--- config.mk ---
export PLATFORM = sky130hd
export DESIGN_NAME = line_code_decoder
export DESIGN_NICKNAME = d
export VERILOG_FILES = /design/src/rtl/lcd_pkg.sv /design/src/rtl/lcd_symbol_classifier.sv /design/src/rtl/lcd_align_pipe.sv /design/src/rtl/line_code_decoder.sv
export SDC_FILE = /design/constraint.sdc
export NUM_CORES = 1
export LEC_CHECK = 0
export ABC_AREA = 0
export BUFFER_PORTS_ARGS = -buffer_cell sky130_fd_sc_hd__buf_4
export CAP_MARGIN = 20
export CORE_MARGIN = 1
export CORE_UTILIZATION = 35
export DETAILED_ROUTE_END_ITERATION = 12
export GPL_ROUTABILITY_DRIVEN = 1
export PLACE_DENSITY = 0.63
export SLEW_MARGIN = 30
export SYNTH_ARGS = -nofsm -noshare
export SYNTH_HDL_FRONTEND = slang
export SYNTH_SLANG_ARGS = --single-unit
--- constraint.sdc ---
create_clock -name clk -period 1.46 [get_ports clk]
set_clock_uncertainty 0.1 [all_clocks]
set_input_delay 0.292 -clock clk [delete_from_list [all_inputs] [get_ports clk]]
set_output_delay 0.292 -clock clk [all_outputs]
set_load 0.005 [all_outputs]
--- src/rtl/lcd_pkg.sv ---
package lcd_pkg;

    // width of the saturating zero-run counter
    localparam int ZRUN_W   = 3;
    // substitution code lengths in symbols
    localparam int B3ZS_LEN = 3;
    localparam int HDB3_LEN = 4;

    // one symbol as it travels down the alignment pipeline
    typedef struct packed {
        logic data;
        logic viol;
        logic pos;
        logic neg;
    } lcd_sym_t;

    // history the classifier keeps between symbols
    typedef struct packed {
        logic              have_pulse;  // any pulse seen since reset
        logic              last_neg;    // polarity of last pulse, 1 = negative
        logic              have_bpv;    // any violation pulse seen since reset
        logic              bpv_neg;     // polarity of last violation pulse
        logic              prev_valid;  // last pulse was a valid B
        logic [ZRUN_W-1:0] zrun;        // zeros since last pulse, saturating
    } lcd_state_t;

endpackage

--- src/rtl/lcd_symbol_classifier.sv ---
module lcd_symbol_classifier
    import lcd_pkg::*;
#(
    parameter int LATENCY = 4
) (
    input  logic               clk,
    input  logic               rst_n,
    input  logic               pos_i,
    input  logic               neg_i,
    input  logic               binary_sel_i,
    input  logic               hdb3_sel_i,
    input  logic               exz_mask_i,
    output lcd_sym_t           sym_o,
    output logic [LATENCY-2:0] clr_o
);

    lcd_state_t st_d, st_q;

    logic              pulse;
    logic              both;
    logic              is_bpv;
    logic              same_bpv;
    logic [ZRUN_W-1:0] subst_len;

    always_comb begin
        st_d      = st_q;
        sym_o     = '0;
        clr_o     = '0;
        subst_len = hdb3_sel_i ? ZRUN_W'(HDB3_LEN) : ZRUN_W'(B3ZS_LEN);
        pulse     = pos_i ^ neg_i;
        both      = pos_i & neg_i;
        is_bpv    = pulse && st_q.have_pulse && (neg_i == st_q.last_neg);
        same_bpv  = st_q.have_bpv && (neg_i == st_q.bpv_neg);

        if (!binary_sel_i) begin
            // bipolar format: raw pass-through, history frozen
            sym_o.pos = pos_i;
            sym_o.neg = neg_i;
        end else if (both) begin
            // ambiguous symbol: a one that is always a violation
            sym_o.data      = 1'b1;
            sym_o.viol      = 1'b1;
            st_d.zrun       = '0;
            st_d.prev_valid = 1'b0;
        end else if (pulse) begin
            st_d.zrun       = '0;
            st_d.have_pulse = 1'b1;
            st_d.last_neg   = neg_i;
            if (!is_bpv) begin
                sym_o.data      = 1'b1;
                st_d.prev_valid = 1'b1;
            end else begin
                st_d.prev_valid = 1'b0;
                st_d.have_bpv   = 1'b1;
                st_d.bpv_neg    = neg_i;
                if (st_q.zrun >= subst_len - 1'b1) begin
                    // all-zero substitution code closes here
                    sym_o.viol = same_bpv;
                end else if (st_q.zrun == subst_len - 2'd2) begin
                    // code opened by a pulse: remove that pulse retroactively
                    sym_o.viol = same_bpv;
                    if (st_q.prev_valid) begin
                        if (hdb3_sel_i) clr_o[2] = 1'b1;
                        else            clr_o[1] = 1'b1;
                    end
                end else begin
                    // genuine violation too close to the previous pulse
                    sym_o.data = 1'b1;
                    sym_o.viol = 1'b1;
                end
            end
        end else begin
            if (st_q.zrun == subst_len - 1'b1) sym_o.viol = !exz_mask_i;
            if (st_q.zrun != '1) st_d.zrun = st_q.zrun + 1'b1;
        end
    end

    always_ff @(posedge clk) begin
        if (!rst_n) st_q <= '0;
        else        st_q <= st_d;
    end


    exz_mask_chk: assert property (@(posedge clk) disable iff (!rst_n)
        (binary_sel_i && exz_mask_i && !pos_i && !neg_i) |-> !sym_o.viol);


    clr_onehot_chk: assert property (@(posedge clk) disable iff (!rst_n)
        $onehot0(clr_o));


    clr_on_pulse_chk: assert property (@(posedge clk) disable iff (!rst_n)
        (|clr_o) |-> (binary_sel_i && (pos_i ^ neg_i) && !sym_o.data));

endmodule

--- src/rtl/lcd_align_pipe.sv ---
module lcd_align_pipe
    import lcd_pkg::*;
#(
    parameter int LATENCY = 4
) (
    input  logic               clk,
    input  logic               rst_n,
    input  lcd_sym_t           sym_i,
    input  logic [LATENCY-2:0] clr_i,
    output lcd_sym_t           sym_o
);

    lcd_sym_t stage_d [LATENCY];
    lcd_sym_t stage_q [LATENCY];

    always_comb begin
        stage_d[0] = sym_i;
        for (int i = 1; i < LATENCY; i++) begin
            stage_d[i] = stage_q[i-1];
            if (clr_i[i-1]) stage_d[i].data = 1'b0;
        end
    end

    always_ff @(posedge clk) begin
        for (int i = 0; i < LATENCY; i++) begin
            if (!rst_n) stage_q[i] <= '0;
            else        stage_q[i] <= stage_d[i];
        end
    end

    assign sym_o = stage_q[LATENCY-1];

    for (genvar k = 0; k < LATENCY - 1; k++) begin : g_clr_chk

        clear_kills_one_chk: assert property (@(posedge clk) disable iff (!rst_n)
            clr_i[k] |=> !stage_q[k+1].data);
    end

endmodule

--- src/rtl/line_code_decoder.sv ---
module line_code_decoder
    import lcd_pkg::*;
#(
    parameter int LATENCY = 4
) (
    input  logic clk,
    input  logic rst_n,
    input  logic pos_i,
    input  logic neg_i,
    input  logic binary_sel_i,
    input  logic hdb3_sel_i,
    input  logic exz_mask_i,
    output logic data_o,
    output logic viol_o,
    output logic pos_o,
    output logic neg_o
);

    lcd_sym_t           sym_in;
    lcd_sym_t           sym_out;
    logic [LATENCY-2:0] clr;

    lcd_symbol_classifier #(.LATENCY(LATENCY)) i_classifier (
        .clk          (clk),
        .rst_n        (rst_n),
        .pos_i        (pos_i),
        .neg_i        (neg_i),
        .binary_sel_i (binary_sel_i),
        .hdb3_sel_i   (hdb3_sel_i),
        .exz_mask_i   (exz_mask_i),
        .sym_o        (sym_in),
        .clr_o        (clr)
    );

    lcd_align_pipe #(.LATENCY(LATENCY)) i_pipe (
        .clk   (clk),
        .rst_n (rst_n),
        .sym_i (sym_in),
        .clr_i (clr),
        .sym_o (sym_out)
    );

    assign data_o = sym_out.data;
    assign viol_o = sym_out.viol;
    assign pos_o  = sym_out.pos;
    assign neg_o  = sym_out.neg;


    format_excl_chk: assert property (@(posedge clk) disable iff (!rst_n)
        (pos_o || neg_o) |-> !(data_o || viol_o));


    reset_quiet_chk: assert property (@(posedge clk)
        $past(!rst_n) |-> !(data_o || viol_o || pos_o || neg_o));

endmodule

# Word-level counts from Yosys, hierarchy flattened
# Memories as Yosys holds them, arrays and structs flattened.
# Cells that the tools add are included.
# op_classes
n_addsub	3
magnitude_cmp	1
eq_ne	5
n_mux	35
bitwise	7
n_reduce_logical	10
# ops
op	n
2-to-1 mux 2 bit	10
2-to-1 mux 4 bit	5
2-to-1 mux 1 bit	17
2-to-1 mux 3 bit	3
== test 3 bit	2
OR 1 bit	4
AND reduction 2 bit	2
AND reduction 4 bit	1
adder 3 x 1 -> 3 bit, second input constant	1
greater-or-equal comparator 3 bit	1
logical AND 1 bit	3
!= test 3 bit, second input constant	1
AND reduction 3 bit	1
nonzero test 3 bit	1
subtractor 3 x 1 -> 3 bit, second input constant	1
subtractor 3 x 2 -> 3 bit, second input constant	1
== test 1 bit	2
nonzero test 2 bit	1
bitwise AND 1 bit	1
logical NOT 1 bit	1
NOT 1 bit	1
XOR 1 bit	1
# totals
regBits	8
mem_bits_rw	16
in_bits	7
out_inout_bits	4
elab_cells	68
mem_count	1
# mem_list
memory	depth	width	rd	rd_ports_with_merged_regs	write_ports	line	rtl
i_pipe.stage_q	4	4	4	0	4	lcd_align_pipe.sv:14	lcd_sym_t stage_q [LATENCY];

# Depth between registers and ports, before layout
# logic_depth
ltp_word	11
mapped_depth	6
mapped_depth_nobuf	6

# Hierarchy
# From an unflattened synthesis, not the netlist that was laid out.
# unflattened
hier_cells	100
hier_area_um2	999.7
# modules_own_cells
module	n_inst	cells_per_inst	area_per_inst_um2	seq_area_each_um2
lcd_symbol_classifier	1	67	545.5	160.2
lcd_align_pipe	1	33	454.2	320.3

# Worst setup path before layout
# OpenSTA, ideal clock, no wires.
# synth_path
path_kind	input port to flip-flop
start	in pos_i
end	reg i_classifier.st_q[4] (netlist bit)
setup_time_ns	0.116
arrival_ns	1.279
required_ns	1.244
path_slack_ns	-0.035
path_stages	6
n_path_buf	0
cell_sequence	inv_1 > ha_1 > nand3b_4 > nor3b_4 > mux2i_1 > nor2b_1
# synth_between
elab_chain_cells	4
elab_cells_between_ends	6
classes_between	bitwise (3); reduce/logical (3)
# synth_rtl
item	line	rtl
start: declaration	line_code_decoder.sv:8	input logic pos_i,
XOR 1 bit	lcd_symbol_classifier.sv:30	pulse = pos_i ^ neg_i;
logical AND 1 bit (2 in series)	lcd_symbol_classifier.sv:32	is_bpv = pulse && st_q.have_pulse && (neg_i == st_q.last_neg);
AND reduction 4 bit (no source line) (*)	--	
end signal: assignment	lcd_symbol_classifier.sv:80	else st_q <= st_d;
end: declaration	lcd_symbol_classifier.sv:17	lcd_state_t st_d, st_q;
# Every way passes the cells marked *; elsewhere a longest branch is shown, timed or not.
# A chain may end at the register's enable or synchronous reset.

==> results.md <==
- Synth Area in Simple Gates: 26.5%
- Fmax: 0.698 GHz
- Post-synthesis mux area share: under 10%
- CTS root buf: clkbuf_4
- CTS tree: yes
- Post-synth top flop: dfxtp_1
- Longest Clk Path Bufs: 2
- Reg clk slew, reported paths: 130 ps
- Pwr per Cell Area: roughly 1000 mW/mm^2
- Core footprint: 0.00252 sq mm
- Register area share after synthesis: 50.1%
- CTS buffer count: 3
- Residual DRC count: 0
- WL/cell: 11.0 microns
- Critical Path RT: around 1600 ps
- Post-synthesis instance total: 93
- Vias in the first global route: 655
- Startpoint types: register
- FFs w/ async S/R, synth: 0%
- Final design area excluding fillers: 0.00126 sq mm
- # IOs: 11
- DRT antenna net count: 0
- Post-Syn Area per Cell: 10.3 sq um
- Die extent in y: 54.3 microns
- Initial Util: 38.0%
- CP max FO: 3
- Skew-Pair Late Insertion Delay: 310 ps
- Worst slew pin tran: roughly 240 ps
- Netlist Area Pre-Place: roughly 960 sq um
- Fill cells: 232
- Design Power: approximately 1300 uW
- Worst hold path type: in2reg
- Yosys top cell by area: dfxtp_1
- Setup Buffers After CTS: 0
- Area grow syn2layout: 31.7%
- Final slew viol count: 0
- Critical path data arrival time: roughly 1600 ps
- Period minus WS final: 1430 ps
- Share of cells above drive strength 1: 36.2%
- Hold Buf Count CTS: 0
- Die Area: 0.00295 sq mm
- Largest net degree at the start of global routing: 24
- Top cell type's share of synthesized area: 50.1%
- Setup slack, reg-to-reg: 30 ps
- Layout Nets: around 130
- Ant. Diodes: 0
- Multi-input logic area: 510 sq um
- Drt total wl: around 1.6 mm
- Clk network pwr share: 35.8%
- Routability congestion estimate: 0.699
- Ranking of synthesized cells by area: dfxtp_1 (50%), and2_1 (7.2%), ha_1 (6.5%), nor2b_1 (3.3%), mux2i_1 (3.1%)
- Commonest cells in the netlist: dfxtp_1 (24), and2_1 (11), inv_1 (6), nand2_1 (6)
- RSZ-0062 raised after global routing: true
- Synth Area in Compound Gates: 8.75%
- Final hold violation count: 0
- DR vias/cell: 4.79
- Synth unique cells: 27
- Synth warnings: 0
- Sw Ratio: 20.8%
- XOR/XNOR share of the synthesized area: 1.83%
- Post-synth EDFFs: 0
- Min Hold Slack: 108 ps
- Cell-internal power: 1040 uW
- # rows: 18
- HPWL Detailed: 1.14 mm
- Largest family of logic cells by synthesized area: simple AND/OR/NAND/NOR gates
- Placed cell areas: 0.00116 sq mm
- Pleak: roughly 0.00054 uW
- Most common cell in the netlist: dfxtp_1
- Status: complete, no violations
- Critical path class: reg2reg
- # setup viols final: 0
- Num Clock Sinks: 24
- DR iter-0 viols: 8
- Vias: 699
- Final Util: 50.0%
- Max-cap violations: 0
- H-tree depth: 1
- Critical Path End Type: register
- Global-route wire length before repair: 2.74 mm
- Adder-cell share of the synthesized area: 6.53%
- Total GRT Usage: 13.3%
- Worst rel slew slack: a little over four fifths
- Antenna violations before repair: 0
- Reg power frac: approximately 52%
- Synth Register Bits: 24
- Fin crit share: between 90 and 100%
- FF/Latch Area: 482 sq um
- Gr ovfl total: 0
- Max VDD drop: 0.891 mV
- Switching pwr: 272 uW
- Die Wd: about 54 microns
- Drt pass-1 iters: 2
- PortBufs: 10
- Combinational fraction of design power: 12.1%
- Syn_nets: about 110
-- cells in the final DEF, fill, tap and decap left out, types with 2 or more instances in the layout --
| master | instances |
|---|---|
| nor2_1 | 3 |
| inv_2 | 2 |
| nor2b_1 | 5 |
| o21a_1 | 2 |
| nand2_1 | 6 |
| buf_4 | 21 |
| a22oi_2 | 2 |
| mux2i_1 | 3 |
| nand3_1 | 2 |
| and2_1 | 11 |
| a31oi_1 | 3 |
| clkbuf_4 | 3 |
| nor3_2 | 2 |
| dfxtp_1 | 23 |
| ha_4 | 2 |
| nor3b_1 | 2 |
| ha_1 | 2 |
| xnor2_1 | 2 |
| inv_1 | 4 |
-- worst max-delay path, stage by stage, from the launching register on --
cell	delay, ps
dfxtp_2	360
inv_2	50
ha_4	220
o21a_1	170
nor3_2	230
nor3b_2	80
nor3_2	160
-- worst paths after layout --
path                             start                    to  depth (start not counted)
hold reg to reg   i_pipe.stage_q[1][3]  i_pipe.stage_q[1][7]                          2
hold / removal            binary_sel_i  i_pipe.stage_q[0][0]                          2
setup / recovery  i_classifier.st_q[0]  i_pipe.stage_q[0][3]                          6
setup reg to reg  i_classifier.st_q[0]  i_pipe.stage_q[0][3]                          6
-- kinds of logic after synthesis --
logic type	count (synthesis)
simple gates	39
buf+inv	8
mux	3
flops	24
compound gates	12
xor+xnor	2
fa+ha+maj	5
-- power groups by stage --
stage                     registers (uW)  logic (uW)  clock network, uW
final                                683         158                468
after global routing                 685         174                517
after CTS                            683         147                486
after detailed placement             697         143                  0
after global placement               696         139                  0
after floorplan                      695        82.3                  0
-- layout make-up --
class                           count  area share (%)
Multi-Input combinational cell     61            40.4
Inverter                            6            1.78
Timing Repair Buffer               21            12.5
Clock inverter                      1            2.38
Clock buffer                        3            1.78
Sequential cell                    24            38.2
Tap cell                           30            2.97
-- state kept, by name, summed over array words and instances (netlist names) --
signal,count
i_pipe.stage_q,16
i_classifier.st_q,8
-- timing repair --
item	CTS	global route
hold endpoints to repair	0	0
setup endpoints to repair	2	7
pin swaps	0	4
gates resized for setup	3	9
-- routing by layer --
metal  GRT usage (%)  up-vias  wire length [microns]
li1                -      360                      -
met2            22.2       12                    778
met4            5.13        0                     25
met5               0        -                      0
met3            5.83        4                     62
met1            14.8      323                    737
-- per-stage QoR --
stage / worst slack [ps] / setup TNS (ps) / std cells
final: 26.6 / 0 / 146
after global routing: -46.1 / -196 / 146
after CTS: 12.3 / 0 / 146
after detailed placement: -99.9 / -609 / 142
after global placement: -74.7 / -292 / 142
after floorplan: 35.6 / 0 / 93
(Power assumes the default switching activity.)
